==> config.mk <==
export PLATFORM = sky130hd
export DESIGN_NAME = raster_timing_gen
export DESIGN_NICKNAME = d
export VERILOG_FILES = /design/src/rtl/raster_timing_gen.sv
export SDC_FILE = /design/constraint.sdc
export NUM_CORES = 1
export LEC_CHECK = 0
export ABC_AREA = 1
export CAP_MARGIN = 20
export CORE_ASPECT_RATIO = 2
export CORE_MARGIN = 4
export CORE_UTILIZATION = 53
export DETAILED_ROUTE_END_ITERATION = 8
export HOLD_SLACK_MARGIN = 0.12
export PLACE_DENSITY = 0.79
export SLEW_MARGIN = 10
export SYNTH_ARGS = -nofsm -noshare
export SYNTH_HDL_FRONTEND = slang
export SYNTH_SLANG_ARGS = --single-unit
==> constraint.sdc <==
create_clock -name clk -period 7.1 [get_ports clk]
set_clock_uncertainty 0.2 [all_clocks]
set_input_delay 0.71 -clock clk [delete_from_list [all_inputs] [get_ports clk]]
set_output_delay 0.71 -clock clk [all_outputs]
set_load 0.02 [all_outputs]
==> src/rtl/raster_timing_gen.sv <==
module raster_timing_gen #(
  parameter int CW = 16,
  parameter int SW = 15
) (
  input  logic          clk,
  input  logic          rst_n,
  input  logic          en,
  input  logic [CW-1:0] line_total,
  input  logic [CW-1:0] frame_total,
  input  logic [SW-1:0] hsync_len,
  input  logic [SW-1:0] vsync_len,
  input  logic [CW-1:0] act_w,
  input  logic [CW-1:0] act_h,
  input  logic [CW-1:0] h_offset,
  input  logic [CW-1:0] v_offset,
  input  logic [1:0]    polarity,
  input  logic          ilace,
  output logic          hsync,
  output logic          vsync,
  output logic          de,
  output logic          sof,
  output logic          eol,
  output logic [CW-1:0] x,
  output logic [CW-1:0] y,
  output logic          field
);
  localparam logic [CW-1:0] ONE = CW'(1);
  localparam int PAD = CW - SW;

  logic [CW-1:0] s_lt, s_ft, s_aw, s_ah, s_ho, s_vo;
  logic [SW-1:0] s_hw, s_vw;
  logic [1:0]    s_pol;
  logic          s_il;

  logic last_x, last_y, wrap;
  assign last_x = (x == s_lt - ONE);
  assign last_y = (y == s_ft - ONE);
  assign wrap   = en && last_x && last_y;

  always_ff @(posedge clk) begin
    if (!rst_n || wrap) begin
      s_lt  <= line_total;
      s_ft  <= frame_total;
      s_hw  <= hsync_len;
      s_vw  <= vsync_len;
      s_aw  <= act_w;
      s_ah  <= act_h;
      s_ho  <= h_offset;
      s_vo  <= v_offset;
      s_pol <= polarity;
      s_il  <= ilace;
    end
  end

  always_ff @(posedge clk) begin
    if (!rst_n) begin
      x     <= '0;
      y     <= '0;
      field <= 1'b0;
    end else if (en) begin
      if (last_x) begin
        x <= '0;
        y <= last_y ? '0 : y + ONE;
        if (last_y) field <= s_il ? ~field : 1'b0;
      end else begin
        x <= x + ONE;
      end
    end
  end

  logic hs_on, vs_on;
  assign hs_on = x < {{PAD{1'b0}}, s_hw};
  assign vs_on = y < {{PAD{1'b0}}, s_vw};
  assign hsync = s_pol[0] ? hs_on : ~hs_on;
  assign vsync = s_pol[1] ? vs_on : ~vs_on;

  logic [CW:0] h_end, v_end;
  assign h_end = {1'b0, s_ho} + {1'b0, s_aw};
  assign v_end = {1'b0, s_vo} + {1'b0, s_ah};
  assign de = (x >= s_ho) && ({1'b0, x} < h_end) &&
              (y >= s_vo) && ({1'b0, y} < v_end);

  assign sof = en && (x == '0) && (y == '0);
  assign eol = en && last_x;

  p_x_wrap_r2: assert property (@(posedge clk) disable iff (!rst_n)
    en && last_x |=> x == '0);
  p_x_step_r2: assert property (@(posedge clk) disable iff (!rst_n)
    en && !last_x |=> x == $past(x) + ONE);
  p_hold_r8: assert property (@(posedge clk) disable iff (!rst_n)
    !en |=> $stable(x) && $stable(y) && $stable(field));
  p_cfg_frozen_r9: assert property (@(posedge clk) disable iff (!rst_n)
    !wrap |=> $stable(s_lt) && $stable(s_ft) && $stable(s_pol) && $stable(s_il));
  p_field_flip_r10: assert property (@(posedge clk) disable iff (!rst_n)
    wrap && s_il |=> field != $past(field));
  p_sof_pulse_r6: assert property (@(posedge clk) disable iff (!rst_n)
    sof && s_lt > ONE |=> !sof);
endmodule

Yosys cells after proc, flatten, opt, wreduce, memory -nomap -nowiden
Cells that the tools add are included.
{"block": "op_classes", "order_cmp": 6, "muxes": 5, "bitwise": 3, "reduce_logical": 13, "eq_ne": 2, "add_sub_neg": 6}
{"operator": "adder 16 x 16 -> 17 bit", "n": 2}
{"operator": "less-than comparator 16 x 17 -> 1 bit", "n": 2}
{"operator": "adder 16 x 1 -> 16 bit (second input constant)", "n": 2}
{"operator": "equality test 16 bit", "n": 2}
{"operator": ">= comparator 16 bit", "n": 2}
{"operator": "zero test 16 bit", "n": 2}
{"operator": "less-than comparator 16 x 15 -> 1 bit", "n": 2}
{"operator": "2-to-1 mux 16 bit", "n": 2}
{"operator": "subtractor 16 x 1 -> 16 bit (second input constant)", "n": 2}
{"operator": "logical AND 1 bit", "n": 7}
{"operator": "2-to-1 mux 1 bit", "n": 3}
{"operator": "inverter 1 bit", "n": 3}
{"operator": "AND reduction 3 bit", "n": 1}
{"operator": "AND reduction 2 bit", "n": 1}
{"operator": "zero test 1 bit", "n": 1}
{"operator": "logical OR 1 bit", "n": 1}
{"block": "totals", "input_bits": 132, "ff_bits": 162, "out_inout_bits": 38, "word_cells": 48}

Logic depth before layout (Yosys ltp)
Gate-level depths: netlist of run 1.
{"block": "depth", "depth_word": 5, "depth_mapped": 19, "ltp_nobuf": 18}

Worst setup path after synthesis of run 1
Ideal clock, no wire load.
{"block": "synth_path", "path_kind": "reg2reg", "startpoint": "register s_ft[0]", "endpoint": "register s_ah[0] (enable)", "slack_ns": 1.976, "n_path_buf": 0, "stages_incl_launch_ff": 15, "t_required_ns": 6.407, "arrival_time_ns": 4.431, "period_less_slack_ns": 5.124, "setup_time_ns": 0.493, "path_cell_list": "edfxtp_1 > inv_1 > ha_1 > nand2_1 > nor2_2 > nand2_1 > nand2_1 > nor2_1 > nor2_1 > nand2_1 > nor2_1 > nand2_1 > nor2_1 > nand3_1 > nand2_1"}
{"block": "synth_via", "elab_chain_len": 4}
{"element": "start: declaration", "line_no": "30", "source": "logic [CW-1:0] s_lt, s_ft, s_aw, s_ah, s_ho, s_vo;"}
{"element": "start signal: assignment", "line_no": "43", "source": "s_ft <= frame_total;"}
{"element": "subtractor 16 x 1 -> 16 bit", "line_no": "37", "source": "assign last_y = (y == s_ft - ONE);"}
{"element": "equality test 16 bit", "line_no": "37"}
{"element": "logical AND 1 bit", "line_no": "38", "source": "assign wrap = en && last_x && last_y;"}
{"element": "logical OR 1 bit", "line_no": "41", "source": "if (!rst_n || wrap) begin"}
{"element": "end signal: assignment", "line_no": "47", "source": "s_ah <= act_h;"}
{"element": "end: declaration", "line_no": "30"}
No other way between the ends.
A chain may end at the register's enable or synchronous reset.

Worst setup path in the final report of run 1
{"block": "layout_path", "startpoint": "register s_ho[0]", "endpoint": "output port de"}
{"block": "layout_via", "elab_chain_len": 5, "elab_cells_between_ends": 6, "classes_between": "1 x add/sub; 2 x order compare; 3 x reduce/logical"}
{"element": "start: declaration", "line_no": "30"}
{"element": "start signal: assignment", "line_no": "48", "source": "s_ho <= h_offset;"}
{"element": "adder 16 x 16 -> 17 bit", "line_no": "78", "source": "assign h_end = {1'b0, s_ho} + {1'b0, s_aw};"}
{"element": "less-than comparator 16 x 17 -> 1 bit", "line_no": "80", "source": "assign de = (x >= s_ho) && ({1'b0, x} < h_end) &&"}
{"element": "logical AND 1 bit * (2 in a row)", "line_no": "80"}
{"element": "logical AND 1 bit *", "line_no": "81", "source": "(y >= s_vo) && ({1'b0, y} < v_end);"}
{"element": "end: declaration", "line_no": "20", "source": "output logic de,"}
Every way passes the cells marked *; elsewhere a longest branch is shown, timed or not.

==> results of run 1 <==
==> cell type report <==
cell class | instances | area, sq um | share of cell area, %
repair buffers | 171 | 1710 | 12.3
inverters | 207 | 778 | 5.63
multi-input cells | 947 | 5840 | 42.3
flip-flops and latches | 162 | 4530 | 32.8
clock inverters | 10 | 183 | 1.32
diodes | 1 | 2.50 | 0.0181
well taps | 269 | 337 | 2.43
clock buffers | 22 | 444 | 3.21
==> cells in the final DEF, fill, tap and decap left out, drive strengths merged, types with 32 or more instances in the layout <==
| cell | synthesis | final |
|---|---|---|
| nand2 | 324 | 324 |
| edfxtp | 129 | 129 |
| nor2 | 119 | 119 |
| xor2 | 37 | 37 |
| ha | 128 | 128 |
| clkdlybuf4s50 | 0 | 169 |
| a21oi | 91 | 91 |
| inv | 206 | 206 |
| nand3 | 91 | 91 |
| o21ai | 32 | 32 |
| dfxtp | 33 | 33 |
==> per-stage QoR <==
step | power, mW | hold slack, ns
floorplan | 1.48 | 0.357
global placement | 1.64 | 0.316
detailed placement | 1.66 | 0.334
CTS | 2.65 | 0.344
global route | 2.77 | 0.390
finish | 2.64 | 0.342
==> report_power, final <==
part           switching (mW)  leakage [nW]  internal (mW)
Clock                   0.373         0.296          0.621
Sequential             0.0396          1.53           1.09
Combinational           0.284          4.52          0.227
Total                   0.697          6.34           1.94
==> registers in the layout (all words and copies together), names as in the netlist <==
register,cells
field,1
s_ah,16
s_aw,16
s_ft,16
s_ho,16
s_hw,15
s_il,1
s_lt,16
s_pol,2
s_vo,16
s_vw,15
x,16
y,16
==> per-layer routing <==
| layer | GRT usage, % | wire (microns) | up-vias |
|---|---|---|---|
| met5 | 0 | 0 | - |
| met4 | 18.1 | 2110 | 0 |
| met3 | 5.42 | 1180 | 119 |
| met2 | 51.7 | 17100 | 313 |
| met1 | 21.0 | 9420 | 4512 |
| li1 | - | - | 4777 |
==> worst register-to-register path, cell delays in order (launching register included) <==
cell                       delay, ns
sky130_fd_sc_hd__edfxtp_1       0.40
sky130_fd_sc_hd__inv_2          0.11
sky130_fd_sc_hd__ha_1           0.27
sky130_fd_sc_hd__nand2_2        0.13
sky130_fd_sc_hd__nor2_4         0.17
sky130_fd_sc_hd__nand2_1        0.08
sky130_fd_sc_hd__xor2_1         0.30
sky130_fd_sc_hd__inv_1          0.08
sky130_fd_sc_hd__nor2_1         0.10
sky130_fd_sc_hd__nand2_1        0.07
sky130_fd_sc_hd__nor2_2         0.17
sky130_fd_sc_hd__nand3_1        0.20
sky130_fd_sc_hd__nand2_4        0.35
sky130_fd_sc_hd__buf_4          0.69
==> cell families after synthesis <==
| kind of cell | after synthesis |
|---|---|
| AND/OR/NAND/NOR | 597 |
| XOR/XNOR | 65 |
| buffers and inverters | 219 |
| flip-flops | 162 |
| adder cells (fa/ha/maj) | 130 |
| AO/OA/AOI/OAI | 155 |
==> synthesized netlist by cell type (2+ instances only) <==
master / instances
sky130_fd_sc_hd__a2111oi_0: 2
sky130_fd_sc_hd__nor2_2: 10
sky130_fd_sc_hd__clkbuf_1: 5
sky130_fd_sc_hd__a21oi_2: 10
sky130_fd_sc_hd__nor3_1: 21
sky130_fd_sc_hd__nor4_1: 8
sky130_fd_sc_hd__nand3_1: 81
sky130_fd_sc_hd__o21ai_0: 32
sky130_fd_sc_hd__nor2_1: 104
sky130_fd_sc_hd__nand4_1: 14
sky130_fd_sc_hd__inv_2: 13
sky130_fd_sc_hd__fa_1: 2
sky130_fd_sc_hd__inv_1: 193
sky130_fd_sc_hd__edfxtp_1: 129
sky130_fd_sc_hd__xnor2_1: 28
sky130_fd_sc_hd__buf_4: 2
sky130_fd_sc_hd__buf_6: 2
sky130_fd_sc_hd__xor2_1: 36
sky130_fd_sc_hd__o211ai_1: 5
sky130_fd_sc_hd__nand2_2: 22
sky130_fd_sc_hd__nor2_4: 4
sky130_fd_sc_hd__a21o_1: 6
sky130_fd_sc_hd__nand3_2: 9
sky130_fd_sc_hd__a31oi_1: 2
sky130_fd_sc_hd__ha_1: 128
sky130_fd_sc_hd__buf_2: 3
sky130_fd_sc_hd__o31ai_1: 3
sky130_fd_sc_hd__nand2_1: 301
sky130_fd_sc_hd__dfxtp_1: 33
sky130_fd_sc_hd__o221ai_1: 2
sky130_fd_sc_hd__nand3b_1: 10
sky130_fd_sc_hd__or2_2: 4
sky130_fd_sc_hd__a211oi_1: 2
sky130_fd_sc_hd__a21boi_0: 2
sky130_fd_sc_hd__o21bai_1: 5
sky130_fd_sc_hd__a21oi_1: 81
==> worst max path at each step <==
| stage | slack (ns) | start | to | cells after the start |
|---|---|---|---|---|
| 6_report | 1.64 | s_ho[0]$_DFFE_PP_ | de | 18 |
| 5_1_grt | 1.32 | s_vo[0]$_DFFE_PP_ | de | 18 |
| 4_1_cts | 1.69 | s_ho[0]$_DFFE_PP_ | de | 18 |
| 3_5_place_dp | 2.25 | s_ho[0]$_DFFE_PP_ | de | 18 |
| 3_3_place_gp | 2.36 | s_vo[0]$_DFFE_PP_ | de | 18 |
| 2_1_floorplan | 1.98 | s_ft[0]$_DFFE_PP_ | s_ah[0]$_DFFE_PP_ | 14 |
==> Implementation_results.wiki, run 1 <==
{| class="wikitable"
! Metric !! Value
|-
| Number of warning messages in the yosys log || 0
|-
| Gate Count Post-Synth || about 1,300
|-
| Seq cells post-synth || about 160
|-
| TritonCTS clock tree || built
|-
| XOR/XNOR share of the synthesized area || 5.14%
|-
| Max incr delay on CP || 0.64 ns
|-
| WL final || 29.8 mm
|-
| Cells traversed along the worst timing path || ha_1, fa_1, a21oi_1, o21ai_0, nand2_1, nand2_1, inv_1, o21bai_1, a21boi_0, o21bai_1, xor2_1, ha_1, a21oi_1, o21ai_0, a21oi_1, nand4_1, nor2_1, clkdlybuf4s50_1
|-
| Remaining number of nets flagged by the antenna check after routing || 0
|-
| Hold buffer count at CTS || 0
|-
| Required time of the critical path || 6.19 ns
|-
| Share of the core filled with cells in the final layout || 66.1%
|-
| Max-capacitance violation count || 0
|-
| Synth Area in Compound Gates || 8.01%
|-
| Total routing usage reported by global routing || 25.5%
|-
| Clock network latency to the later pin of the worst-skew pair || 0.46 ns
|-
| Max Clock Freq || approximately 0.18 GHz
|-
| Minimum setup slack among reg-to-reg paths || about 3.4 ns
|-
| H-tree levels || 4
|-
| Final Max Slew Viols || 0
|-
| Mean post-synth cell area || 8.45 sq um
|-
| TNS Setup || 0 ns
|-
| Maximum number of pins on one net before global-route repair || 58
|-
| First-iteration detailed-routing DRC count || 438
|-
| # nets final || about 1,800
|-
| Fillcell total || around 1,800
|-
| Tcrit/Tclk final || between 70% and 80%
|-
| Post-detailed-placement cell area || 13,200 sq um
|-
| RSZ-0062 raised after global routing || false
|-
| Areal power density over the cells || between 150 and 200 nW/um^2
|-
| Outcome || completed
|-
| DRC || 0
|-
| CORE AREA || 20,900 sq um
|-
| Area of the mapped netlist || 11,200 sq um
|-
| Sequential cell area fraction in the yosys report || 40.4%
|-
| Critical path start-end classification || register to primary output
|-
| Cell type with the highest aggregate area in the netlist || sky130_fd_sc_hd__edfxtp_1
|-
| # resized after CTS || 0
|-
| Worst path arrival time || 4.55 ns
|-
| Input/output buffers || 169
|-
| Number of enable flip-flop cells after synthesis || 129
|-
| Final critical-path setup slack || 1.64 ns
|-
| Tightest Pin Transition || 0.753 ns
|-
| Total placed cells including tap cells || 1,756
|-
| Post-detailed-route wirelength per cell || 16.7 microns
|-
| Pre-CTS WS || 2.25 ns
|-
| Max_slew headroom || roughly 50%
|-
| First-pass GRT wire length || 46.9 mm
|-
| Effective utilization at floorplan || between 50% and 60%
|-
| Synth-to-layout area growth || 23.3%
|-
| Routed via count divided by cell count || about 5.4
|-
| Worst-path cell with the longest stage delay || sky130_fd_sc_hd__clkdlybuf4s50_1
|-
| Top cells by area, synth || sky130_fd_sc_hd__edfxtp_1, sky130_fd_sc_hd__ha_1, sky130_fd_sc_hd__nand2_1, sky130_fd_sc_hd__inv_1, sky130_fd_sc_hd__dfxtp_1
|-
| Area of all placed cells without fillers || approximately 14,000 sq um
|-
| Worst Path Max Fanout || 3
|-
| Largest family of logic cells by synthesized area || simple AND/OR/NAND/NOR gates
|-
| Leakage || 6.34 nW
|-
| Type of the tightest min-delay check || register to register
|-
| Hold EP || field$_SDFFE_PN0P_
|-
| Ys flop type || sky130_fd_sc_hd__edfxtp_1
|-
| Startpoint type of the worst setup path || register
|-
| Time the final worst path needs with I/O delays and setup || 5.46 ns
|-
| Adder and majority cell fraction of the synthesized area || 14.6%
|-
| Count of unique library cells instantiated by Yosys || 50
|-
| Clock transition at path regs || 0.06 ns
|-
| TritonRoute pass-1 iters || 8
|-
| Via count of the first global-routing pass || 9,931
|-
| Vertical die dimension || 214 microns
|-
| Final Setup Violations || 0
|-
| Non-filler instance count after layout || around 1,800
|-
| Critical path buffer and inverter count || 2
|-
| Number of cells on the worst hold path || 4
|-
| Multiplexer area fraction after synthesis || 0%
|-
| Post-CTS setup buffer count || 0
|-
| Async S/R FF share, synth || 0%
|-
| Synth Area in Simple Gates || 24.2%
|-
| Post-detailed-placement half-perimeter wirelength || 23.8 mm
|-
| Cell chosen for the clock root || sky130_fd_sc_hd__clkbuf_16
|-
| Count of boundary I/O pins || 170
|-
| Fraction of layout cells with a size suffix above 1 || 7.18%
|-
| Maximum vdd drop || 0.183 mV
|-
| Area enclosed by the die boundary || 23,700 sq um
|-
| Critical path capture point type || primary output
|-
| Final hold viol count || 0
|-
| Total vias in the final route || about 9,700
|-
| Clock buffer count from CTS || 17
|-
| Worst Reg-to-Reg Cells || 13
|-
| Weighted congestion at the end of routability-driven global placement || approximately 0.98
|-
| Std-Cell Rows || 75
|-
| CTS Sinks || roughly 160
|-
| Reg-to-Reg End || s_ah[14]$_DFFE_PP_
|-
| Width of the chip || 111 microns
|-
| Cell with the most instances on the worst path || sky130_fd_sc_hd__a21oi_1
|-
| Launch point of the worst reg-to-reg path || s_lt[0]$_DFFE_PP_
|-
| Fraction of synthesized cell area taken by the top area cell type || 34.5%
|-
| Synthesized netlist net count || 1,590
|-
| Antenna violations before repair || 1
|-
| Min-Delay Startpoint || field$_SDFFE_PN0P_
|-
| Overflow left after global routing || 0
|-
| Kind of cell with the highest combined delay on the critical path || compound AO/OA/AOI/OAI gates
|-
| Clock Tree Buf Depth || 2
|}
(Power assumes the default switching activity.)
==> inputs of run 2 (changes only) <==
- clock period: 7.1 -> 5.4 ns (I/O delays scaled with it)
==> run 2 against run 1 <==
Against the previous run: via count about the same; clock-buffer cell count down 1; sequential share of layout area about the same; critical path depth unchanged; global-route usage down 0.33 points; non-clock buffer count unchanged; largest power group unchanged; largest cell class unchanged; clock power up 26%; power up 30%; worst hold slack about the same; die area unchanged; sequential cell count unchanged; cell count down 0.11%.
==> Implementation_results.wiki, run 2 (synthesized netlist as in run 1, its figures left out) <==
{| class="wikitable"
! Metric !! Value
|-
| Outcome || completed
|-
| DRC || 0
|-
| Non-filler instance count after layout || 1,787
|-
| Effective utilization at floorplan || 53.6%
|-
| H-tree levels || 4
|-
| Pre-CTS WS || 0.671 ns
|-
| Minimum setup slack among reg-to-reg paths || 1.71 ns
|-
| Clock network latency to the later pin of the worst-skew pair || 0.45 ns
|-
| Width of the chip || roughly 110 microns
|-
| Weighted congestion at the end of routability-driven global placement || 0.975
|-
| Critical path capture point type || primary output
|-
| Fraction of layout cells with a size suffix above 1 || under 10%
|-
| Post-detailed-placement cell area || 13,200 sq um
|-
| Final Setup Violations || 0
|-
| Clock transition at path regs || roughly 0.060 ns
|-
| Final critical-path setup slack || about 0.61 ns
|-
| Area enclosed by the die boundary || about 24,000 sq um
|-
| Launch point of the worst reg-to-reg path || s_lt[0]$_DFFE_PP_
|-
| Final hold viol count || 0
|-
| First-iteration detailed-routing DRC count || 356
|-
| Input/output buffers || 169
|-
| WL final || 29.7 mm
|-
| Beginning of the critical path || s_ho[0]$_DFFE_PP_
|-
| Post-detailed-placement half-perimeter wirelength || about 24 mm
|-
| Number of diodes added for antenna fixing || 0
|-
| Leading cell types in the layout, fill and taps excluded || sky130_fd_sc_hd__nand2_1, sky130_fd_sc_hd__inv_1, sky130_fd_sc_hd__clkdlybuf4s50_1
|-
| Synth-to-layout area growth || 23.1%
|-
| Via count of the first global-routing pass || ~9,900
|-
| Tightest Pin Transition || 0.771 ns
|-
| Total placed cells including tap cells || 1,756
|-
| Startpoint type of the worst setup path || register
|-
| RSZ-0062 raised after global routing || false
|-
| Count of boundary I/O pins || 170
|-
| CORE AREA || 20,900 sq um
|-
| Total vias in the final route || 9,713
|-
| CTS Sinks || 162
|-
| Total routing usage reported by global routing || 25.1%
|-
| Maximum number of pins on one net before global-route repair || 56
|-
| Worst Path Max Fanout || 3
|-
| Last element of the critical path || de
|-
| TritonRoute pass-1 iters || 8
|-
| Leakage || 6.36 nW
|-
| Clock Tree Buf Depth || 2
|-
| Fillcell total || 1,716
|-
| Remaining number of nets flagged by the antenna check after routing || 0
|-
| Required time of the critical path || 4.66 ns
|-
| Worst Reg-to-Reg Cells || 13
|-
| TNS Setup || 0 ns
|-
| TritonCTS clock tree || built
|-
| Max_slew headroom || around 48%
|-
| Cell chosen for the clock root || sky130_fd_sc_hd__clkbuf_16
|-
| Max-capacitance violation count || 0
|-
| Areal power density over the cells || between 200 and 250 nW/um^2
|-
| First-pass GRT wire length || 46.2 mm
|-
| Max Clock Freq || 0.209 GHz
|-
| Post-detailed-route wirelength per cell || 16.6 microns
|-
| Std-Cell Rows || between 70 and 80
|-
| Reg-to-Reg End || s_vo[11]$_DFFE_PP_
|-
| Time the final worst path needs with I/O delays and setup || 4.79 ns
|-
| Type of the tightest min-delay check || register to register
|-
| Worst path arrival time || 4.05 ns
|-
| Antenna violations before repair || 0
|-
| Clock buffer count from CTS || 17
|-
| Final Max Slew Viols || 0
|-
| # nets final || 1,768
|-
| Most frequent standard cell in the layout excluding fill and tap cells || sky130_fd_sc_hd__nand2_1
|-
| Critical path start-end classification || register to primary output
|-
| Maximum vdd drop || 0.250 mV
|-
| Tot Pwr || 3.42 mW
|-
| Area of all placed cells without fillers || 13,800 sq um
|-
| Overflow left after global routing || 0
|-
| Vertical die dimension || 214 microns
|-
| Hold buffer count at CTS || 0
|-
| Tcrit/Tclk final || 88.7%
|-
| Routed via count divided by cell count || 5.44
|}
run 2: cell types whose count changed in the layout (fill, tap and decap cells not counted), sizes merged:
cell           delta
clkinv            +2
bufinv            -1
clkbuf            -1
clkdlybuf4s50     -1
clkinvlp          -1
diode             -1
dlymetal6s2s      +1
run 2: routing by layer:
metal | global-route usage [%] | part of all wire, %
met4 | 19.7 | 7.8
met1 | 20.2 | 31
met2 | 51.6 | 57
met5 | 0 | 0
met3 | 4.32 | 3.7
run 2: worst min path at each step:
stage / from / end / slack (ns) / cells after the start
6_report: field$_SDFFE_PN0P_ / field$_SDFFE_PN0P_ / 0.34 / 4
5_1_grt: field$_SDFFE_PN0P_ / field$_SDFFE_PN0P_ / 0.37 / 4
4_1_cts: field$_SDFFE_PN0P_ / field$_SDFFE_PN0P_ / 0.34 / 4
3_5_place_dp: field$_SDFFE_PN0P_ / field$_SDFFE_PN0P_ / 0.33 / 4
3_3_place_gp: field$_SDFFE_PN0P_ / field$_SDFFE_PN0P_ / 0.32 / 4
2_1_floorplan: s_il$_DFFE_PP_ / field$_SDFFE_PN0P_ / 0.36 / 4
run 2: final cells by class:
cell class	instances	area (sq um)	area share [%]
multi-input combinational	947	5840	42.3
sequential	162	4530	32.8
timing repair buffer	171	1720	12.5
inverter	207	778	5.63
clock buffer	21	440	3.19
tap	269	337	2.44
clock inverter	10	160	1.16
run 2: worst max-delay path: stages (launching register included):
cell                             delay (ns)
sky130_fd_sc_hd__edfxtp_1              0.41
sky130_fd_sc_hd__ha_1                  0.26
sky130_fd_sc_hd__fa_1                  0.44
sky130_fd_sc_hd__a21oi_1               0.19
sky130_fd_sc_hd__o21ai_0               0.18
sky130_fd_sc_hd__nand2_1               0.10
sky130_fd_sc_hd__nand2_1               0.12
sky130_fd_sc_hd__inv_1                 0.09
sky130_fd_sc_hd__o21bai_1              0.09
sky130_fd_sc_hd__a21boi_1              0.27
sky130_fd_sc_hd__xor2_1                0.18
sky130_fd_sc_hd__ha_1                  0.26
sky130_fd_sc_hd__nand2_1               0.10
sky130_fd_sc_hd__nor2_1                0.06
sky130_fd_sc_hd__a211o_1               0.22
sky130_fd_sc_hd__a21oi_1               0.13
sky130_fd_sc_hd__nand4_1               0.09
sky130_fd_sc_hd__nor2_1                0.16
sky130_fd_sc_hd__dlymetal6s2s_1        0.25
run 2: repair_timing:
action                                  4_1_cts  5_1_grt
gates resized for setup                       0        3
endpoints found under the setup margin        0        1
buffers inserted                              0        0
run 2: where the power goes:
part | internal [mW] | switching, mW | leakage [nW]
sequential | 1.44 | 0.0512 | 1.53
clock | 0.768 | 0.486 | 0.291
combinational | 0.300 | 0.376 | 4.54
total | 2.51 | 0.913 | 6.36
run 2: per-stage QoR:
stage / hold slack (ns) / util [%]
after floorplan: 0.357 / -
after global placement: 0.315 / 63.1
after detailed placement: 0.331 / 63.1
after CTS: 0.343 / 66.0
after global routing: 0.371 / 66.0
final: 0.342 / 66.0
